[src/rtl/zol_pkg.sv]
package zol_pkg;

    typedef enum logic [1:0] {
        ST_IDLE = 2'd0,
        ST_LOOP = 2'd1,
        ST_RPT  = 2'd2
    } zol_state_e;

endpackage

[src/rtl/zol_ctx_stack.sv]
module zol_ctx_stack #(
    parameter int AW    = 16,
    parameter int CW    = 16,
    parameter int DEPTH = 4,
    localparam int DPW  = $clog2(DEPTH + 1)
) (
    input  logic           clk,
    input  logic           rst_n,
    input  logic           push,
    input  logic [AW-1:0]  push_start,
    input  logic [AW-1:0]  push_end,
    input  logic [CW-1:0]  push_cnt,
    input  logic [DPW-1:0] pop_n,
    input  logic           dec,
    output logic [DPW-1:0] depth,
    output logic [AW-1:0]  ent_start [DEPTH],
    output logic [AW-1:0]  ent_end   [DEPTH],
    output logic [CW-1:0]  ent_cnt   [DEPTH]
);

    logic [DPW-1:0] depth_q;
    logic [DPW-1:0] depth_after;

    // level count left once the popped contexts are gone
    assign depth_after = depth_q - pop_n;

    always_ff @(posedge clk) begin
        if (!rst_n) begin
            depth_q <= '0;
        end else if (push) begin
            depth_q <= depth_q + DPW'(1);
        end else begin
            depth_q <= depth_after;
        end
    end

    generate
        for (genvar g = 0; g < DEPTH; g++) begin : g_level
            logic [AW-1:0] start_q;
            logic [AW-1:0] end_q;
            logic [CW-1:0] cnt_q;

            always_ff @(posedge clk) begin
                if (!rst_n) begin
                    start_q <= '0;
                    end_q   <= '0;
                    cnt_q   <= '0;
                end else if (push && depth_q == DPW'(g)) begin
                    start_q <= push_start;
                    end_q   <= push_end;
                    cnt_q   <= push_cnt;
                end else if (dec && depth_after == DPW'(g + 1)) begin
                    cnt_q   <= cnt_q - CW'(1);
                end
            end

            assign ent_start[g] = start_q;
            assign ent_end[g]   = end_q;
            assign ent_cnt[g]   = cnt_q;
        end
    endgenerate

    assign depth = depth_q;

endmodule

[src/rtl/zol_rpt_unit.sv]
module zol_rpt_unit #(
    parameter int AW = 16,
    parameter int CW = 16
) (
    input  logic          clk,
    input  logic          rst_n,
    input  logic          load,
    input  logic [AW-1:0] load_addr,
    input  logic [CW-1:0] load_cnt,
    input  logic          dec,
    output logic [AW-1:0] rpt_addr,
    output logic [CW-1:0] rpt_cnt
);

    logic [AW-1:0] addr_q;
    logic [CW-1:0] cnt_q;

    always_ff @(posedge clk) begin
        if (!rst_n) begin
            addr_q <= '0;
            cnt_q  <= '0;
        end else if (load) begin
            addr_q <= load_addr;
            cnt_q  <= load_cnt;
        end else if (dec) begin
            cnt_q  <= cnt_q - CW'(1);
        end
    end

    assign rpt_addr = addr_q;
    assign rpt_cnt  = cnt_q;

endmodule

[src/rtl/zol_next_pc.sv]
module zol_next_pc #(
    parameter int AW    = 16,
    parameter int CW    = 16,
    parameter int DEPTH = 4,
    localparam int DPW  = $clog2(DEPTH + 1)
) (
    input  logic           step,
    input  logic [AW-1:0]  pc,
    input  logic           setup_valid,
    input  logic           setup_rpt,
    input  logic [CW-1:0]  setup_count,
    input  logic [AW-1:0]  setup_end,
    input  logic           rpt_on,
    input  logic [AW-1:0]  rpt_addr,
    input  logic [CW-1:0]  rpt_cnt,
    input  logic [DPW-1:0] depth,
    input  logic [AW-1:0]  ent_start [DEPTH],
    input  logic [AW-1:0]  ent_end   [DEPTH],
    input  logic [CW-1:0]  ent_cnt   [DEPTH],
    output logic [AW-1:0]  next_pc,
    output logic           loop_back,
    output logic           push,
    output logic [AW-1:0]  push_start,
    output logic [CW-1:0]  push_cnt,
    output logic [DPW-1:0] pop_n,
    output logic           dec,
    output logic           rpt_load,
    output logic           rpt_dec,
    output logic           rpt_done,
    output logic           ovf_req
);

    logic           scan;
    logic [DPW-1:0] pops_v;

    always_comb begin
        next_pc    = pc + AW'(1);
        loop_back  = 1'b0;
        push       = 1'b0;
        push_start = pc + AW'(1);
        push_cnt   = setup_count - CW'(1);
        pop_n      = '0;
        dec        = 1'b0;
        rpt_load   = 1'b0;
        rpt_dec    = 1'b0;
        rpt_done   = 1'b0;
        ovf_req    = 1'b0;
        scan       = 1'b0;
        pops_v     = '0;
        if (step) begin
            if (setup_valid) begin
                if (setup_rpt) begin
                    rpt_load = 1'b1;
                end else if (setup_count == '0) begin
                    next_pc = setup_end + AW'(1);
                end else if (depth == DPW'(DEPTH)) begin
                    ovf_req = 1'b1;
                end else begin
                    push = 1'b1;
                end
            end else begin
                scan = 1'b1;
                // the repeat decision comes before any block end check
                if (rpt_on && pc == rpt_addr) begin
                    if (rpt_cnt != '0) begin
                        next_pc   = pc;
                        loop_back = 1'b1;
                        rpt_dec   = 1'b1;
                        scan      = 1'b0;
                    end else begin
                        rpt_done  = 1'b1;
                    end
                end
                // walk the stack from the innermost level outwards
                for (int k = DEPTH - 1; k >= 0; k--) begin
                    if (scan && DPW'(k) < depth) begin
                        if (ent_end[k] == pc) begin
                            if (ent_cnt[k] != '0) begin
                                next_pc   = ent_start[k];
                                loop_back = 1'b1;
                                dec       = 1'b1;
                                scan      = 1'b0;
                            end else begin
                                pops_v    = pops_v + DPW'(1);
                            end
                        end else begin
                            scan = 1'b0;
                        end
                    end
                end
                pop_n = pops_v;
            end
        end
    end

endmodule

[src/rtl/zol_seq.sv]
module zol_seq #(
    parameter int AW    = 16,
    parameter int CW    = 16,
    parameter int DEPTH = 4
) (
    input  logic          clk,
    input  logic          rst_n,
    input  logic          step,
    input  logic [AW-1:0] pc,
    input  logic          setup_valid,
    input  logic          setup_rpt,
    input  logic [CW-1:0] setup_count,
    input  logic [AW-1:0] setup_end,
    output logic [AW-1:0] next_pc,
    output logic          loop_back,
    output logic          ovf_err
);

    import zol_pkg::*;

    localparam int DPW = $clog2(DEPTH + 1);

    zol_state_e     state_q;
    zol_state_e     state_nx;

    logic [DPW-1:0] stk_depth;
    logic [DPW-1:0] depth_left;
    logic [AW-1:0]  ent_start [DEPTH];
    logic [AW-1:0]  ent_end   [DEPTH];
    logic [CW-1:0]  ent_cnt   [DEPTH];

    logic           push;
    logic [AW-1:0]  push_start;
    logic [CW-1:0]  push_cnt;
    logic [DPW-1:0] pop_n;
    logic           dec;
    logic           rpt_load;
    logic           rpt_dec;
    logic           rpt_done;
    logic           ovf_req;
    logic           rpt_on;
    logic [AW-1:0]  rpt_addr;
    logic [CW-1:0]  rpt_cnt;
    logic           ovf_q;

    assign rpt_on = (state_q == ST_RPT);

    zol_next_pc #(.AW(AW), .CW(CW), .DEPTH(DEPTH)) u_dec (
        .step        (step),
        .pc          (pc),
        .setup_valid (setup_valid),
        .setup_rpt   (setup_rpt),
        .setup_count (setup_count),
        .setup_end   (setup_end),
        .rpt_on      (rpt_on),
        .rpt_addr    (rpt_addr),
        .rpt_cnt     (rpt_cnt),
        .depth       (stk_depth),
        .ent_start   (ent_start),
        .ent_end     (ent_end),
        .ent_cnt     (ent_cnt),
        .next_pc     (next_pc),
        .loop_back   (loop_back),
        .push        (push),
        .push_start  (push_start),
        .push_cnt    (push_cnt),
        .pop_n       (pop_n),
        .dec         (dec),
        .rpt_load    (rpt_load),
        .rpt_dec     (rpt_dec),
        .rpt_done    (rpt_done),
        .ovf_req     (ovf_req)
    );

    zol_ctx_stack #(.AW(AW), .CW(CW), .DEPTH(DEPTH)) u_stk (
        .clk        (clk),
        .rst_n      (rst_n),
        .push       (push),
        .push_start (push_start),
        .push_end   (setup_end),
        .push_cnt   (push_cnt),
        .pop_n      (pop_n),
        .dec        (dec),
        .depth      (stk_depth),
        .ent_start  (ent_start),
        .ent_end    (ent_end),
        .ent_cnt    (ent_cnt)
    );

    zol_rpt_unit #(.AW(AW), .CW(CW)) u_rpt (
        .clk       (clk),
        .rst_n     (rst_n),
        .load      (rpt_load),
        .load_addr (pc + AW'(1)),
        .load_cnt  (setup_count),
        .dec       (rpt_dec),
        .rpt_addr  (rpt_addr),
        .rpt_cnt   (rpt_cnt)
    );

    // state register
    always_ff @(posedge clk) begin
        if (!rst_n) begin
            state_q <= ST_IDLE;
        end else begin
            state_q <= state_nx;
        end
    end

    // transitions
    always_comb begin
        state_nx   = state_q;
        depth_left = stk_depth - pop_n;
        unique case (state_q)
            ST_IDLE: begin
                if (rpt_load) begin
                    state_nx = ST_RPT;
                end else if (push) begin
                    state_nx = ST_LOOP;
                end
            end
            ST_LOOP: begin
                if (rpt_load) begin
                    state_nx = ST_RPT;
                end else if (pop_n != '0 && depth_left == '0) begin
                    state_nx = ST_IDLE;
                end
            end
            ST_RPT: begin
                if (rpt_done) begin
                    state_nx = (depth_left != '0) ? ST_LOOP : ST_IDLE;
                end
            end
            default: state_nx = ST_IDLE;
        endcase
    end

    // registered outputs
    always_ff @(posedge clk) begin
        if (!rst_n) begin
            ovf_q <= 1'b0;
        end else begin
            ovf_q <= ovf_req;
        end
    end

    assign ovf_err = ovf_q;

endmodule

[config.mk]
export PLATFORM = sky130hd
export DESIGN_NAME = zol_seq
export DESIGN_NICKNAME = d
export VERILOG_FILES = /design/src/rtl/zol_pkg.sv /design/src/rtl/zol_ctx_stack.sv /design/src/rtl/zol_rpt_unit.sv /design/src/rtl/zol_next_pc.sv /design/src/rtl/zol_seq.sv
export SDC_FILE = /design/constraint.sdc
export NUM_CORES = 1
export LEC_CHECK = 0
export ABC_AREA = 0
export BUFFER_PORTS_ARGS = -buffer_cell sky130_fd_sc_hd__buf_2
export CAP_MARGIN = 20
export CORE_ASPECT_RATIO = 0.8
export CORE_UTILIZATION = 56
export CTS_CLUSTER_SIZE = 25
export DETAILED_ROUTE_END_ITERATION = 6
export PLACE_DENSITY_LB_ADDON = 0.05
export SLEW_MARGIN = 10
export SYNTH_ARGS = -nofsm -noshare
export SYNTH_HDL_FRONTEND = slang
export SYNTH_HIERARCHICAL = 1
export SYNTH_SLANG_ARGS = --single-unit
[constraint.sdc]
create_clock -name clk -period 6.3 [get_ports clk]
set_input_delay 1.26 -clock clk [delete_from_list [all_inputs] [get_ports clk]]
set_output_delay 1.26 -clock clk [all_outputs]
set_load 0.01 [all_outputs]
==> results.sh <==
export IMPL_startpoint_type="input pin"
export IMPL_synthTopCellsByCount="nand2_1, dfxtp_1, a21oi_1"
export IMPL_hold_viol_final=0
export IMPL_power_density_nw_per_um2=228
export IMPL_relSlewSlack_pct=28.1
export IMPL_syn2layout_area_growth_pct=11.2
export IMPL_worstSkewPairLatency_ps=530
export IMPL_dp_hpwl_um=28600
export IMPL_grt_max_degree=96
export IMPL_fp_dieArea_um2=25000
export IMPL_slew_viol_final=0
export IMPL_nNetsFinal=1872
export IMPL_n_fill_cell=2116
export IMPL_min_period_ps=5850
export IMPL_max_cap_violations=0
export IMPL_postRouteAntennaNets=0
export IMPL_cts_root_buf="clkbuf_16"
export IMPL_crit_arrival_ps=6220
export IMPL_rsz0062_at_grt="no"
export IMPL_ys_flop_type="dfxtp_1"
export IMPL_synth_edff_count=0
export IMPL_cts_resized=0
export IMPL_end_kind="flip-flop"
export IMPL_synth_area_leader_cell="dfxtp_1"
export IMPL_start_util_pct=57.7
export IMPL_yosysMostFrequentCell="nand2_1"
export IMPL_synthTopCellsByArea="dfxtp_1, nand2_1, a21oi_1"
export IMPL_die_y_um=142
export IMPL_drt_iter0_markers=1451
export IMPL_worstHoldStart="u_stk/g_level[0].start_q[15]"
export IMPL_drtPass1Iterations=5
export IMPL_avgSynthCellArea_um2=7.74
export IMPL_utilization_pct=64.2
export IMPL_p_leak_nw=5.55
export IMPL_hp_class="flip-flop to flip-flop"
export IMPL_critical_path_startpoint="pc[7]"
export IMPL_period_share_pct=92.9
export IMPL_rrSetupSlack_ps=800
export IMPL_grt_pass1_vias=12047
export IMPL_yosys_warnings=6
export IMPL_clk_pin_slew_worst_paths_ps=60
export IMPL_design_area_um2=15200
export IMPL_setup_violations=0
export IMPL_cts_hold_buffers=0
export IMPL_overflow=0
export IMPL_clk_path_buf_depth=3
export IMPL_cts_tree="yes"
export IMPL_core_um2=23600
export IMPL_htree_levels=1
export IMPL_grt_usage_pct=33.7
export IMPL_syn_area_um2=13600
export IMPL_clkSinkCount=230
export IMPL_synth_seq_cells=230
export IMPL_io_buffers=70
export IMPL_async_flop_share_pct=0
export IMPL_wl_per_cell_um=20.0
export IMPL_worstPathRequired_ps=6670
export IMPL_routed_via_density=6.16
export IMPL_max_freq_mhz=171
export IMPL_synth_top_area_share_pct=33.8
export IMPL_post_cts_setup_buffers=0
export IMPL_grt_antenna_before_repair=5
export IMPL_placed_area_um2=14300
export IMPL_detail_route_wirelength_um=42500
export IMPL_path_max_fanout=13
export IMPL_die_x_um=177
export IMPL_synthCells=1762
export IMPL_io_pins=71
export IMPL_vdd_drop_max_mv=0.187
export IMPL_grt_pass1_wl_um=66500
export IMPL_ys_seq_area_share_pct=33.8
export IMPL_drc_errors=0
export IMPL_via_count=13102
export IMPL_synth_nets=1836
export IMPL_cts_buffers=25
export IMPL_placementRows=50
export IMPL_worst_pin_slew_ps=1080
export IMPL_finClkSkew_ps=10.6
export IMPL_outcome="finished clean"
export IMPL_drive_gt1_share_pct=11.7
export IMPL_rr_startpoint="u_stk/g_level[3].cnt_q[2]"
export IMPL_synth_cell_type_count=73
export IMPL_critical_path_class="input pin to flip-flop"
export IMPL_place_congestion=0.928
## metrics by stage
step	cells	power, mW	hold WS (ps)	setup TNS (ps)	worst slack, ps
finish	2127	3.45	451	0	449
detailed placement	2083	1.94	445	-6.41	-6.41
global route	2126	3.56	471	0	189
global placement	2083	1.93	439	0	155
floorplan	1762	1.79	432	0	52.0
CTS	2126	3.46	453	0	532
## cell families (layout without fill, tap and decap cells)
family	count (synthesis)	count (layout)	share of synthesized area [%]
XOR/XNOR	211	211	13.8
other	0	1	0
AO/OA/AOI/OAI	411	411	17.3
flip-flops	230	230	33.8
AND/OR/NAND/NOR	699	699	26.0
multiplexers	34	34	2.50
buffers and inverters	156	208	4.69
adder cells (fa/ha/maj)	21	21	1.98
## routing by layer
| layer | routed length [um] | share of wire (%) | global-route usage, % |
|---|---|---|---|
| met5 | 0 | 0 | 0 |
| met4 | 1020 | 2.4 | 8.62 |
| met3 | 3960 | 9.3 | 5.44 |
| met2 | 18000 | 42 | 51.0 |
| met1 | 19500 | 46 | 49.3 |
## power by group
part | switching, mW | total (mW) | leakage, nW | internal [mW]
logic | 0.261 | 0.407 | 3.28 | 0.145
clock network | 0.616 | 1.54 | 0.409 | 0.924
registers | 0.0272 | 1.51 | 1.86 | 1.48
total | 0.904 | 3.45 | 5.55 | 2.55
## registers in the layout, indices dropped and copies added, names as in the netlist
register / cells
u_stk/g_level.cnt_q: 64
u_stk/g_level.end_q: 64
u_stk/g_level.start_q: 64
u_rpt/rpt_addr: 16
u_rpt/rpt_cnt: 16
u_stk/depth: 3
state_q: 2
ovf_err: 1
## worst max-delay path, stage by stage
cell	delay (ps)
buf_2	120
xor2_1	160
nor4_2	400
nand2_1	190
nor3_4	240
nor3_1	90
ha_1	280
and2_1	130
a41o_1	280
ha_1	280
mux2_2	280
ha_1	280
mux2i_1	60
nor2_1	180
inv_1	120
fa_1	470
xnor3_1	430
and2_1	470
nand3_1	200
xor2_1	200
a21oi_1	90
## layout by cell type, fill, tap and decap left out, types with 30 or more instances in the layout
cell	n
nand2_1	342
dfxtp_1	230
a21oi_1	200
xnor2_1	108
o21ai_0	106
xor2_1	101
nor2_1	70
buf_2	70
buf_4	54
nor4_1	44
inv_1	40
nand3_1	34
mux2i_1	33
nor3_1	30
## layout make-up
type,count,area (um2),share of cell area [%]
Sequential cell,230,4600,30.3
Timing Repair Buffer,124,756,4.98
Clock buffer,34,689,4.54
Multi-Input combinational cell,1376,8430,55.5
Tap cell,312,390,2.57
Clock inverter,9,148,0.973
Inverter,41,156,1.03
Antenna cell,1,2.50,0.0165
## final timing paths
kind                                                     end  depth (start not counted)
worst max-delay path              u_stk/g_level[3].cnt_q[12]                         21
worst min-delay path            u_stk/g_level[0].start_q[15]                          2
worst max register to register    u_stk/g_level[3].cnt_q[12]                         19
worst min register to register  u_stk/g_level[0].start_q[15]                          2
(Power assumes the default switching activity.)
